File: src/rtl/fcmd_pkg.sv
package fcmd_pkg;

  typedef enum logic [1:0] {
    OP_NONE   = 2'd0,
    OP_PROG   = 2'd1,
    OP_PERASE = 2'd2,
    OP_MERASE = 2'd3
  } op_t;

  typedef enum logic [1:0] {
    SL_EMPTY  = 2'd0,
    SL_OPEN   = 2'd1,
    SL_CODE   = 2'd2,
    SL_QUEUED = 2'd3
  } slot_t;

  localparam logic [7:0] CMD_PROG   = 8'h20;
  localparam logic [7:0] CMD_BURST  = 8'h25;
  localparam logic [7:0] CMD_PERASE = 8'h40;
  localparam logic [7:0] CMD_MERASE = 8'h41;

  localparam logic [1:0] RA_DIV  = 2'd0;
  localparam logic [1:0] RA_STAT = 2'd1;
  localparam logic [1:0] RA_CMD  = 2'd2;

  localparam int ST_GO   = 7;
  localparam int ST_IDLE = 6;
  localparam int ST_ERR  = 5;

  function automatic logic code_known(input logic [7:0] c);
    return (c == CMD_PROG) || (c == CMD_BURST) ||
           (c == CMD_PERASE) || (c == CMD_MERASE);
  endfunction

endpackage

File: src/rtl/fcmd_tick.sv
module fcmd_tick #(
  parameter int DIV_W    = 6,
  parameter int PRE_MULT = 8   // power of two
) (
  input  logic             clk,
  input  logic             rst_n,
  input  logic             en,
  input  logic             restart,
  input  logic [DIV_W-1:0] div_val,
  input  logic             pre_en,
  output logic             tick
);
  localparam int PRE_W = (PRE_MULT > 1) ? $clog2(PRE_MULT) : 0;
  localparam int CNT_W = DIV_W + PRE_W + 1;

  logic [CNT_W-1:0] cnt_q;
  logic [CNT_W-1:0] base;
  logic [CNT_W-1:0] lim;

  assign base = CNT_W'(div_val) + CNT_W'(1);
  assign lim  = pre_en ? ((base << PRE_W) - CNT_W'(1)) : (base - CNT_W'(1));
  assign tick = en && (cnt_q == lim);

  always_ff @(posedge clk or negedge rst_n) begin
    if (!rst_n)       cnt_q <= '0;
    else if (restart) cnt_q <= '0;
    else if (en)      cnt_q <= tick ? '0 : cnt_q + CNT_W'(1);
  end
endmodule

File: src/rtl/fcmd_front.sv
module fcmd_front
  import fcmd_pkg::*;
#(
  parameter int AW    = 16,
  parameter int DW    = 8,
  parameter int DIV_W = 6    // at most 6: bit DIV_W is prescale, bit 7 the written flag
) (
  input  logic             clk,
  input  logic             rst_n,
  input  logic             reg_wr,
  input  logic [1:0]       reg_addr,
  input  logic [7:0]       reg_wdata,
  output logic [7:0]       reg_rdata,
  input  logic             open_valid,
  output logic             open_ready,
  input  logic [AW-1:0]    open_addr,
  input  logic [DW-1:0]    open_data,
  input  logic             busy,
  input  logic             q_take,
  output logic             q_valid,
  output logic [7:0]       q_code,
  output logic [AW-1:0]    q_addr,
  output logic [DW-1:0]    q_data,
  output logic [DIV_W-1:0] div_val,
  output logic             pre_en,
  output logic             div_set,
  output logic             accerr
);
  slot_t            slot_q, slot_d;
  logic [7:0]       code_q;
  logic [AW-1:0]    addr_q;
  logic [DW-1:0]    data_q;
  logic [DIV_W-1:0] div_q;
  logic             pre_q, set_q, err_q;
  logic             err_set, err_clr;
  logic             wr_div, wr_stat, wr_cmd, open_hs, take_code;

  assign wr_div    = reg_wr && (reg_addr == RA_DIV);
  assign wr_stat   = reg_wr && (reg_addr == RA_STAT);
  assign wr_cmd    = reg_wr && (reg_addr == RA_CMD);
  assign open_ready = (slot_q == SL_EMPTY) && !err_q;
  assign open_hs   = open_valid && open_ready;
  assign take_code = wr_cmd && !err_q && (slot_q == SL_OPEN) && code_known(reg_wdata);

  always_comb begin
    slot_d  = slot_q;
    err_set = 1'b0;
    err_clr = 1'b0;
    if (q_take) slot_d = SL_EMPTY;
    if (open_hs) begin
      if (set_q) slot_d = SL_OPEN;
      else       err_set = 1'b1;
    end
    if (wr_cmd && !err_q) begin
      if (take_code) slot_d = SL_CODE;
      else begin
        err_set = 1'b1;
        if (slot_q != SL_QUEUED) slot_d = SL_EMPTY;
      end
    end
    if (wr_stat) begin
      if (reg_wdata[ST_ERR]) err_clr = 1'b1;
      if (reg_wdata[ST_GO] && !err_q) begin
        if (slot_q == SL_CODE) slot_d = SL_QUEUED;
        else begin
          err_set = 1'b1;
          if (slot_q != SL_QUEUED) slot_d = SL_EMPTY;
        end
      end
    end
  end

  always_ff @(posedge clk or negedge rst_n) begin
    if (!rst_n) begin
      slot_q <= SL_EMPTY;
      code_q <= '0;
      addr_q <= '0;
      data_q <= '0;
      div_q  <= '0;
      pre_q  <= 1'b0;
      set_q  <= 1'b0;
      err_q  <= 1'b0;
    end else begin
      slot_q <= slot_d;
      if (err_set)      err_q <= 1'b1;
      else if (err_clr) err_q <= 1'b0;
      if (open_hs && set_q) begin
        addr_q <= open_addr;
        data_q <= open_data;
      end
      if (take_code) code_q <= reg_wdata;
      if (wr_div && !set_q && !err_q) begin
        div_q <= reg_wdata[DIV_W-1:0];
        pre_q <= reg_wdata[DIV_W];
        set_q <= 1'b1;
      end
    end
  end

  always_comb begin
    reg_rdata = '0;
    case (reg_addr)
      RA_DIV: begin
        reg_rdata[DIV_W-1:0] = div_q;
        reg_rdata[DIV_W]     = pre_q;
        reg_rdata[7]         = set_q;
      end
      RA_STAT: begin
        reg_rdata[ST_GO]   = (slot_q != SL_QUEUED);
        reg_rdata[ST_IDLE] = (slot_q != SL_QUEUED) && !busy;
        reg_rdata[ST_ERR]  = err_q;
      end
      default: reg_rdata = '0;
    endcase
  end

  assign q_valid = (slot_q == SL_QUEUED);
  assign q_code  = code_q;
  assign q_addr  = addr_q;
  assign q_data  = data_q;
  assign div_val = div_q;
  assign pre_en  = pre_q;
  assign div_set = set_q;
  assign accerr  = err_q;
endmodule

File: src/rtl/fcmd_exec.sv
module fcmd_exec
  import fcmd_pkg::*;
#(
  parameter int AW         = 16,
  parameter int DW         = 8,
  parameter int PAGE_BYTES = 512,
  parameter int ROW_BYTES  = 64,
  parameter int T_PROG     = 9,
  parameter int T_BURST    = 4,
  parameter int T_PAGE     = 4000,
  parameter int T_MASS     = 20000
) (
  input  logic          clk,
  input  logic          rst_n,
  input  logic          q_valid,
  input  logic [7:0]    q_code,
  input  logic [AW-1:0] q_addr,
  input  logic [DW-1:0] q_data,
  input  logic          tick,
  output logic          q_take,
  output logic          busy,
  output logic          restart,
  output op_t           arr_op,
  output logic [AW-1:0] arr_addr,
  output logic [DW-1:0] arr_data,
  output logic          arr_end
);
  localparam int PAGE_LSB = $clog2(PAGE_BYTES);
  localparam int ROW_LSB  = $clog2(ROW_BYTES);
  localparam int REM_W    = $clog2(T_MASS + 1);

  op_t           op_q, op_n;
  logic [REM_W-1:0] rem_q, len_n;
  logic [AW-1:0] addr_q, addr_n;
  logic [DW-1:0] data_q, data_n;
  logic          fin, same_row, burst_ok;

  assign busy     = (op_q != OP_NONE);
  assign fin      = busy && tick && (rem_q == REM_W'(1));
  assign q_take   = q_valid && (!busy || fin);
  assign same_row = (q_addr[AW-1:ROW_LSB] == addr_q[AW-1:ROW_LSB]);
  assign burst_ok = fin && (op_q == OP_PROG) && (q_code == CMD_BURST) && same_row;

  always_comb begin
    op_n   = OP_NONE;
    len_n  = REM_W'(T_PROG);
    addr_n = q_addr;
    data_n = '0;
    case (q_code)
      CMD_PROG, CMD_BURST: begin
        op_n   = OP_PROG;
        len_n  = burst_ok ? REM_W'(T_BURST) : REM_W'(T_PROG);
        data_n = q_data;
      end
      CMD_PERASE: begin
        op_n   = OP_PERASE;
        len_n  = REM_W'(T_PAGE);
        addr_n = {q_addr[AW-1:PAGE_LSB], {PAGE_LSB{1'b0}}};
      end
      CMD_MERASE: begin
        op_n   = OP_MERASE;
        len_n  = REM_W'(T_MASS);
        addr_n = '0;
      end
      default: op_n = OP_NONE;
    endcase
  end

  always_ff @(posedge clk or negedge rst_n) begin
    if (!rst_n) begin
      op_q   <= OP_NONE;
      rem_q  <= '0;
      addr_q <= '0;
      data_q <= '0;
    end else if (q_take) begin
      op_q   <= op_n;
      rem_q  <= len_n;
      addr_q <= addr_n;
      data_q <= data_n;
    end else if (fin) begin
      op_q <= OP_NONE;
    end else if (busy && tick) begin
      rem_q <= rem_q - REM_W'(1);
    end
  end

  assign restart  = q_take;
  assign arr_op   = op_q;
  assign arr_addr = addr_q;
  assign arr_data = data_q;
  assign arr_end  = fin;
endmodule

File: src/rtl/fcmd_seq.sv
module fcmd_seq
  import fcmd_pkg::*;
#(
  parameter int AW         = 16,
  parameter int DW         = 8,
  parameter int DIV_W      = 6,
  parameter int PRE_MULT   = 8,
  parameter int PAGE_BYTES = 512,
  parameter int ROW_BYTES  = 64,
  parameter int T_PROG     = 9,
  parameter int T_BURST    = 4,
  parameter int T_PAGE     = 4000,
  parameter int T_MASS     = 20000
) (
  input  logic          clk,
  input  logic          rst_n,
  input  logic          reg_wr,
  input  logic [1:0]    reg_addr,
  input  logic [7:0]    reg_wdata,
  output logic [7:0]    reg_rdata,
  input  logic          open_valid,
  output logic          open_ready,
  input  logic [AW-1:0] open_addr,
  input  logic [DW-1:0] open_data,
  output logic [1:0]    arr_op,
  output logic [AW-1:0] arr_addr,
  output logic [DW-1:0] arr_data,
  output logic          arr_end
);
  logic             q_valid, q_take, busy_w, restart_w, tick_w;
  logic [7:0]       q_code;
  logic [AW-1:0]    q_addr;
  logic [DW-1:0]    q_data;
  logic [DIV_W-1:0] div_val_w;
  logic             pre_en_w, div_set_w, accerr_w;
  op_t              op_w;

  fcmd_front #(.AW(AW), .DW(DW), .DIV_W(DIV_W)) u_front (
    .clk, .rst_n, .reg_wr, .reg_addr, .reg_wdata, .reg_rdata,
    .open_valid, .open_ready, .open_addr, .open_data,
    .busy(busy_w), .q_take, .q_valid, .q_code, .q_addr, .q_data,
    .div_val(div_val_w), .pre_en(pre_en_w), .div_set(div_set_w), .accerr(accerr_w)
  );

  fcmd_tick #(.DIV_W(DIV_W), .PRE_MULT(PRE_MULT)) u_tick (
    .clk, .rst_n, .en(busy_w), .restart(restart_w),
    .div_val(div_val_w), .pre_en(pre_en_w), .tick(tick_w)
  );

  fcmd_exec #(
    .AW(AW), .DW(DW), .PAGE_BYTES(PAGE_BYTES), .ROW_BYTES(ROW_BYTES),
    .T_PROG(T_PROG), .T_BURST(T_BURST), .T_PAGE(T_PAGE), .T_MASS(T_MASS)
  ) u_exec (
    .clk, .rst_n, .q_valid, .q_code, .q_addr, .q_data, .tick(tick_w),
    .q_take, .busy(busy_w), .restart(restart_w),
    .arr_op(op_w), .arr_addr, .arr_data, .arr_end
  );

  assign arr_op = op_w;
endmodule

File: config.mk
export PLATFORM = sky130hd
export DESIGN_NAME = fcmd_seq
export DESIGN_NICKNAME = d
export VERILOG_FILES = /design/src/rtl/fcmd_pkg.sv /design/src/rtl/fcmd_tick.sv /design/src/rtl/fcmd_front.sv /design/src/rtl/fcmd_exec.sv /design/src/rtl/fcmd_seq.sv
export SDC_FILE = /design/constraint.sdc
export NUM_CORES = 1
export LEC_CHECK = 0
export BUFFER_PORTS_ARGS = -buffer_cell sky130_fd_sc_hd__buf_4
export CAP_MARGIN = 20
export CORE_UTILIZATION = 45
export CTS_CLUSTER_SIZE = 14
export DETAILED_ROUTE_END_ITERATION = 10
export GPL_ROUTABILITY_DRIVEN = 0
export PLACE_DENSITY = 0.65
export SETUP_SLACK_MARGIN = 0.5
export SLEW_MARGIN = 10
export SYNTH_ARGS = -nofsm -noshare
export SYNTH_HDL_FRONTEND = slang
export SYNTH_SLANG_ARGS = --single-unit
File: constraint.sdc
create_clock -name clk -period 5.3 [get_ports clk]
set_input_delay 1.06 -clock clk [delete_from_list [all_inputs] [get_ports clk]]
set_output_delay 1.06 -clock clk [all_outputs]
set_load 0.02 [all_outputs]
Yosys cells after proc, flatten, opt, wreduce, memory -nomap -nowiden
Index checks and enable logic that the tools add are counted.
Widths: inputs -> output; s select.
{"block": "totals", "in_bits": 38, "reg_bits": 94, "wordCells": 110}
{"block": "op_classes", "n_addsub": 5, "muxes": 37, "eq_ne": 19, "n_reduce_logical": 36}
{"op": "$mux 15", "n": 3}
{"op": "$pmux 15 s3", "n": 1}
{"op": "$mux 10", "n": 4}
{"op": "$eq 8x6->1 const B", "n": 4}
{"op": "$eq 8x7->1 const B", "n": 4}
{"op": "$pmux 16 s2", "n": 1}
{"op": "$mux 2", "n": 12}
{"op": "$eq 10x10->1", "n": 2}
{"op": "$logic_and 1x1->1", "n": 20}
{"op": "$sub 10x1->10 const B", "n": 2}
{"op": "$eq 15x1->1 const B", "n": 1}
{"op": "$sub 15x1->15 const B", "n": 1}
{"op": "$mux 1", "n": 11}
{"op": "$add 10x1->10 const B", "n": 1}
{"op": "$reduce_bool 2->1", "n": 5}
{"op": "$mux 8", "n": 1}
{"op": "$add 6x1->7 const B", "n": 1}
{"op": "$eq 2x1->1 const B", "n": 3}
{"op": "$eq 2x2->1 const B", "n": 3}
{"op": "$pmux 2 s3", "n": 1}
{"op": "$pmux 3 s2", "n": 1}
{"op": "$mux 5", "n": 1}
{"op": "$logic_not 2->1", "n": 2}
{"op": "$logic_or 1x1->1", "n": 4}
{"op": "5 further kinds", "n": 8}

Depth between registers and ports, before layout
{"block": "depth", "depth_word": 19, "ltp_mapped": 13, "ltp_nobuf": 10}

Hierarchy
From an unflattened synthesis, not the netlist that was laid out.
{"block": "hier_totals", "hier_cells": 565, "hier_area_um2": 5546.6}
{"mod": "fcmd_exec", "area_each_um2": 2158.3, "cells_per_inst": 236, "instances": 1}
{"mod": "fcmd_front", "area_each_um2": 1816.7, "cells_per_inst": 132, "instances": 1}
{"mod": "fcmd_tick", "area_each_um2": 1571.5, "cells_per_inst": 197, "instances": 1}

Least setup slack after synthesis
No wires, ideal clock.
{"block": "synth_path", "kind": "reg2out", "from": "register u_front.div_q[1], in the netlist u_front.div_val[1]", "to": "output arr_end", "stages_incl_launch_ff": 8, "n_path_buf": 0, "path_slack_ns": 1.920, "t_arrival_ns": 2.320, "cell_sequence": "dfrtp_1 -> ha_1 -> or2_1 -> o2111a_1 -> a2111o_1 -> mux2_2 -> o211ai_1 -> nor4_4"}
{"block": "synth_between", "elab_chain_len": 7, "elab_cells_between_ends": 8, "cone_classes": "add/sub: 3; eq/ne: 1; mux: 1; reduce/logical: 3"}
{"item": "start: declaration", "line_no": "fcmd_front.sv:33", "rtl": "logic [DIV_W-1:0] div_q;"}
{"item": "start signal: assignment", "line_no": "fcmd_front.sv:93", "rtl": "div_q <= reg_wdata[DIV_W-1:0];"}
{"item": "$add 6x1->7 *", "line_no": "fcmd_tick.sv:20", "rtl": "assign base = CNT_W'(div_val) + CNT_W'(1);"}
{"item": "$sub 10x1->10", "line_no": "fcmd_tick.sv:21", "rtl": "assign lim = pre_en ? ((base << PRE_W) - CNT_W'(1)) : (base - CNT_W'(1));"}
{"item": "$mux 10 *", "line_no": "fcmd_tick.sv:21"}
{"item": "$eq 10x10->1 *", "line_no": "fcmd_tick.sv:22", "rtl": "assign tick = en && (cnt_q == lim);"}
{"item": "$logic_and 1x1->1 *", "line_no": "fcmd_tick.sv:22"}
{"item": "$logic_and 1x1->1 * (2 in a row)", "line_no": "fcmd_exec.sv:39", "rtl": "assign fin = busy && tick && (rem_q == REM_W'(1));"}
{"item": "end: declaration", "line_no": "fcmd_seq.sv:28", "rtl": "output logic arr_end"}
Mark *: on every way between the ends. The rest lies on a longest branch, timed or not.

Final worst setup path
{"block": "layout_path", "from": "register u_front.div_q[2], in the netlist u_front.div_val[2]", "to": "output arr_end"}
The elaborated chain is that of the path after synthesis.

==> flow_metrics.env <==
export IMPL_diodes=0
export IMPL_dr_pass1_iters=7
export IMPL_final_nets=677
export IMPL_avgSynthCellArea_sq_um=9.318
export IMPL_timing_slew_headroom=0.3619
export IMPL_timing_fmax_ghz=0.2231
export IMPL_seqCellArea_sq_mm=0.002354
export IMPL_numCtsBuffers=9
export IMPL_cp_max_fo=20
export IMPL_rsz0062_at_grt="false"
export IMPL_worstMarginPinSlew_ns=0.9535
export IMPL_final_setup_viol_count=0
export IMPL_final_area_sq_mm=0.006327
export IMPL_synth_edf_count=0
export IMPL_cp_end_kind="output port"
export IMPL_synth_ff_type="dfrtp_1"
export IMPL_fp_dieW_um=111.1
export IMPL_clock_latency_ns=0.35
export IMPL_grt_pass1_vias=4317
export IMPL_final_util=0.5494
export IMPL_syn_inst=575
export IMPL_grt_start_max_net_pins=54
export IMPL_wl_met2_mm=6.170
export IMPL_wirelength_mm=12.84
export IMPL_cap_violations=0
export IMPL_fin_crit_ns=4.483
export IMPL_hold_viol=0
export IMPL_slew_violations=0
export IMPL_area_delta_synth_final_pct=18.10
export IMPL_initial_core_util=0.4652
export IMPL_clkSinkCount=94
export IMPL_crit_path_start_kind="register"
export IMPL_wl_met1_mm=5.685
export IMPL_drt_iter0_drc=436
export IMPL_p_leak_nw=2.879
export IMPL_core_sq_mm=0.01152
export IMPL_io_pin_count=74
export IMPL_async_flop_share=1.000
export IMPL_cts_tree="done"
export IMPL_clkTransAtPathRegs_ns=0.06
export IMPL_fin_tns_setup_ns=0
export IMPL_multiInputGateArea_sq_mm=0.002798
export IMPL_routedWlPerCell_um=16.40
export IMPL_htree_levels=3
export IMPL_cts_root_buf="clkbuf_16"
export IMPL_drtAntennaViolNets=0
export IMPL_outcome="finished, violations left"
export IMPL_vias=4459
export IMPL_die_area_sq_mm=0.01235
export IMPL_drive_gt1_frac=0.2250
export IMPL_io_buffers=73
export IMPL_total_power_mw=2.398
export IMPL_grt_overflow=0
export IMPL_wl_met3_um=693
export IMPL_antenna_found_initial=0
export IMPL_highest_layer="met4"
export IMPL_dpl_cell_area_sq_mm=0.005986
export IMPL_grt_usage=0.2157
export IMPL_fillers=1046
export IMPL_cts_resized=0
export IMPL_grt_pass1_wl_mm=21.34
export IMPL_dp_hpwl_mm=9.100
export IMPL_post_place_ws_ns=1.207
export IMPL_drcViolationCount=2
export IMPL_yosysWarnings=0
export IMPL_synth_distinct_cells=76
export IMPL_power_density_mw_per_mm2=379.0
export IMPL_arrival_ns=3.42
export IMPL_row_count=39
export IMPL_die_y_um=111.1
export IMPL_synth_seq_cells=94
export IMPL_cts_buffer_depth=2
export IMPL_violations="DRC"
export IMPL_period_share=0.8458
export IMPL_ir_worst_vdd_uv=313.8
export IMPL_syn_nets=617
export IMPL_crit_type="reg -> out"
export IMPL_critical_path_required_ns=4.24
export IMPL_fin_ws_ns=0.8171
export IMPL_via_per_inst=5.695
export IMPL_fin_skew_ns=0.007721
export IMPL_postCtsHoldBufs=0
export IMPL_hp_class="reg -> reg"
export IMPL_synth_seq_area_share=0.4390
export IMPL_cts_setup_buffers=0
export IMPL_netlist_area_sq_mm=0.005358
-- cell usage after synthesis (5+ instances only) --
| master | n | area (sq um) |
|---|---|---|
| xor2_1 | 14 | 122.6 |
| a41oi_1 | 5 | 43.79 |
| nand4_1 | 11 | 68.82 |
| xnor2_1 | 12 | 105.1 |
| a21oi_1 | 21 | 105.1 |
| nor2b_1 | 12 | 75.07 |
| or3_1 | 5 | 31.28 |
| nand3_1 | 7 | 35.03 |
| and3_1 | 8 | 50.05 |
| o21ai_0 | 42 | 210.2 |
| mux2_2 | 34 | 382.9 |
| nor4_1 | 12 | 75.07 |
| nor2_1 | 35 | 131.4 |
| clkbuf_1 | 17 | 63.81 |
| buf_2 | 7 | 35.03 |
| inv_1 | 18 | 67.56 |
| nor3_1 | 11 | 55.05 |
| a211oi_1 | 6 | 45.04 |
| and2_1 | 10 | 62.56 |
| o22ai_1 | 8 | 50.05 |
| dfrtp_1 | 94 | 2352 |
| nand2_1 | 89 | 334.1 |
| mux2i_1 | 7 | 70.07 |
-- stage by stage --
step                      hold WS (ns)  cells
after floorplan                 0.4647    575
after global placement          0.4700    766
after detailed placement        0.4807    766
after CTS                       0.5000    782
after global routing            0.5102    783
final                           0.4965    783
-- final cells by class --
class,count,share of cell area
multi-input combinational,432,0.4422
timing repair buffer,79,0.09432
tap,143,0.02828
inverter,19,0.01127
clock inverter,5,0.01364
sequential,94,0.3720
clock buffer,11,0.03836
-- layout by cell type (no fill, tap or decap), types with 3 or more instances in the layout --
| cell | Yosys | layout |
|---|---|---|
| dfrtp_1 | 94 | 93 |
| nand2_1 | 89 | 89 |
| buf_4 | 2 | 78 |
| o21ai_0 | 42 | 42 |
| nor2_1 | 35 | 35 |
| mux2_2 | 34 | 34 |
| a21oi_1 | 21 | 21 |
| inv_1 | 18 | 18 |
| xor2_1 | 14 | 14 |
| nor2b_1 | 12 | 12 |
| xnor2_1 | 12 | 12 |
| nor4_1 | 12 | 12 |
| nand4_1 | 11 | 11 |
| nor3_1 | 11 | 11 |
| and2_1 | 10 | 10 |
| clkbuf_16 | 0 | 9 |
| and3_1 | 8 | 8 |
| o22ai_1 | 8 | 8 |
| mux2i_1 | 7 | 7 |
| nand3_1 | 7 | 7 |
| a211oi_1 | 6 | 6 |
| a41oi_1 | 5 | 5 |
| or3_1 | 5 | 5 |
| o21a_1 | 4 | 4 |
| or2_2 | 4 | 4 |
| ha_1 | 4 | 4 |
| nand2b_1 | 3 | 3 |
| o31ai_1 | 3 | 3 |
| o211ai_1 | 3 | 3 |
| a31oi_1 | 3 | 3 |
| nor3b_1 | 3 | 3 |
| and3b_1 | 3 | 3 |
| mux2_1 | 3 | 3 |
| inv_6 | 0 | 3 |
-- flip-flops by register name (all words and copies together) (netlist names) --
| name | cells |
|---|---|
| u_exec.arr_addr | 16 |
| u_exec.arr_data | 8 |
| u_exec.arr_op | 2 |
| u_exec.rem_q | 15 |
| u_front.accerr | 1 |
| u_front.div_set | 1 |
| u_front.div_val | 6 |
| u_front.pre_en | 1 |
| u_front.q_addr | 16 |
| u_front.q_code | 8 |
| u_front.q_data | 8 |
| u_front.slot_q | 2 |
| u_tick.cnt_q | 10 |
-- critical path, cell delays in order (launching register included) --
cell,delay (ns)
dfrtp_1,0.71
nand4_1,0.36
o21ai_0,0.58
nand2_1,0.20
a221oi_1,0.42
o211ai_1,0.18
nor4_4,0.39
buf_4,0.23
-- cell families after synthesis --
logic type	synth area share
xor gates and xnor gates	0.04250
AOI/OAI and AO/OA	0.1565
buffers and inverters	0.04017
DFF	0.4390
and+or+nand+nor	0.2216
adders and majority gates	0.009342
muxes	0.09085
-- report_power, final --
group,total [mW],internal (mW),leakage (nW),switching (mW)
Clock,0.717,0.432,0.161,0.285
Combinational,0.647,0.312,1.49,0.335
Sequential,1.03,0.891,1.23,0.143
Total,2.40,1.63,2.88,0.764
-- worst paths after layout --
| kind | from | endpoint | slack (ns) | cells after the start |
|---|---|---|---|---|
| max in group asynchronous | rst_n | u_exec.rem_q[10] | 3.53 | 2 |
| min in group asynchronous | rst_n | u_tick.cnt_q[8] | 0.70 | 1 |
| hold / removal | u_exec.arr_data[6] | u_exec.arr_data[6] | 0.50 | 2 |
| hold reg to reg | u_exec.arr_data[6] | u_exec.arr_data[6] | 0.50 | 2 |
| setup / recovery | u_front.div_val[2] | arr_end | 0.82 | 7 |
| setup reg to reg | u_front.div_val[2] | u_exec.arr_data[1] | 1.30 | 9 |
-- layer usage --
| metal | up-vias | global-route usage |
|---|---|---|
| met4 | 0 | 0.08468 |
| met2 | 119 | 0.3505 |
| met3 | 20 | 0.04921 |
| li1 | 2189 | - |
| met1 | 2131 | 0.2797 |
| met5 | - | 0 |
Note: power is estimated with default switching activity, not from simulation.
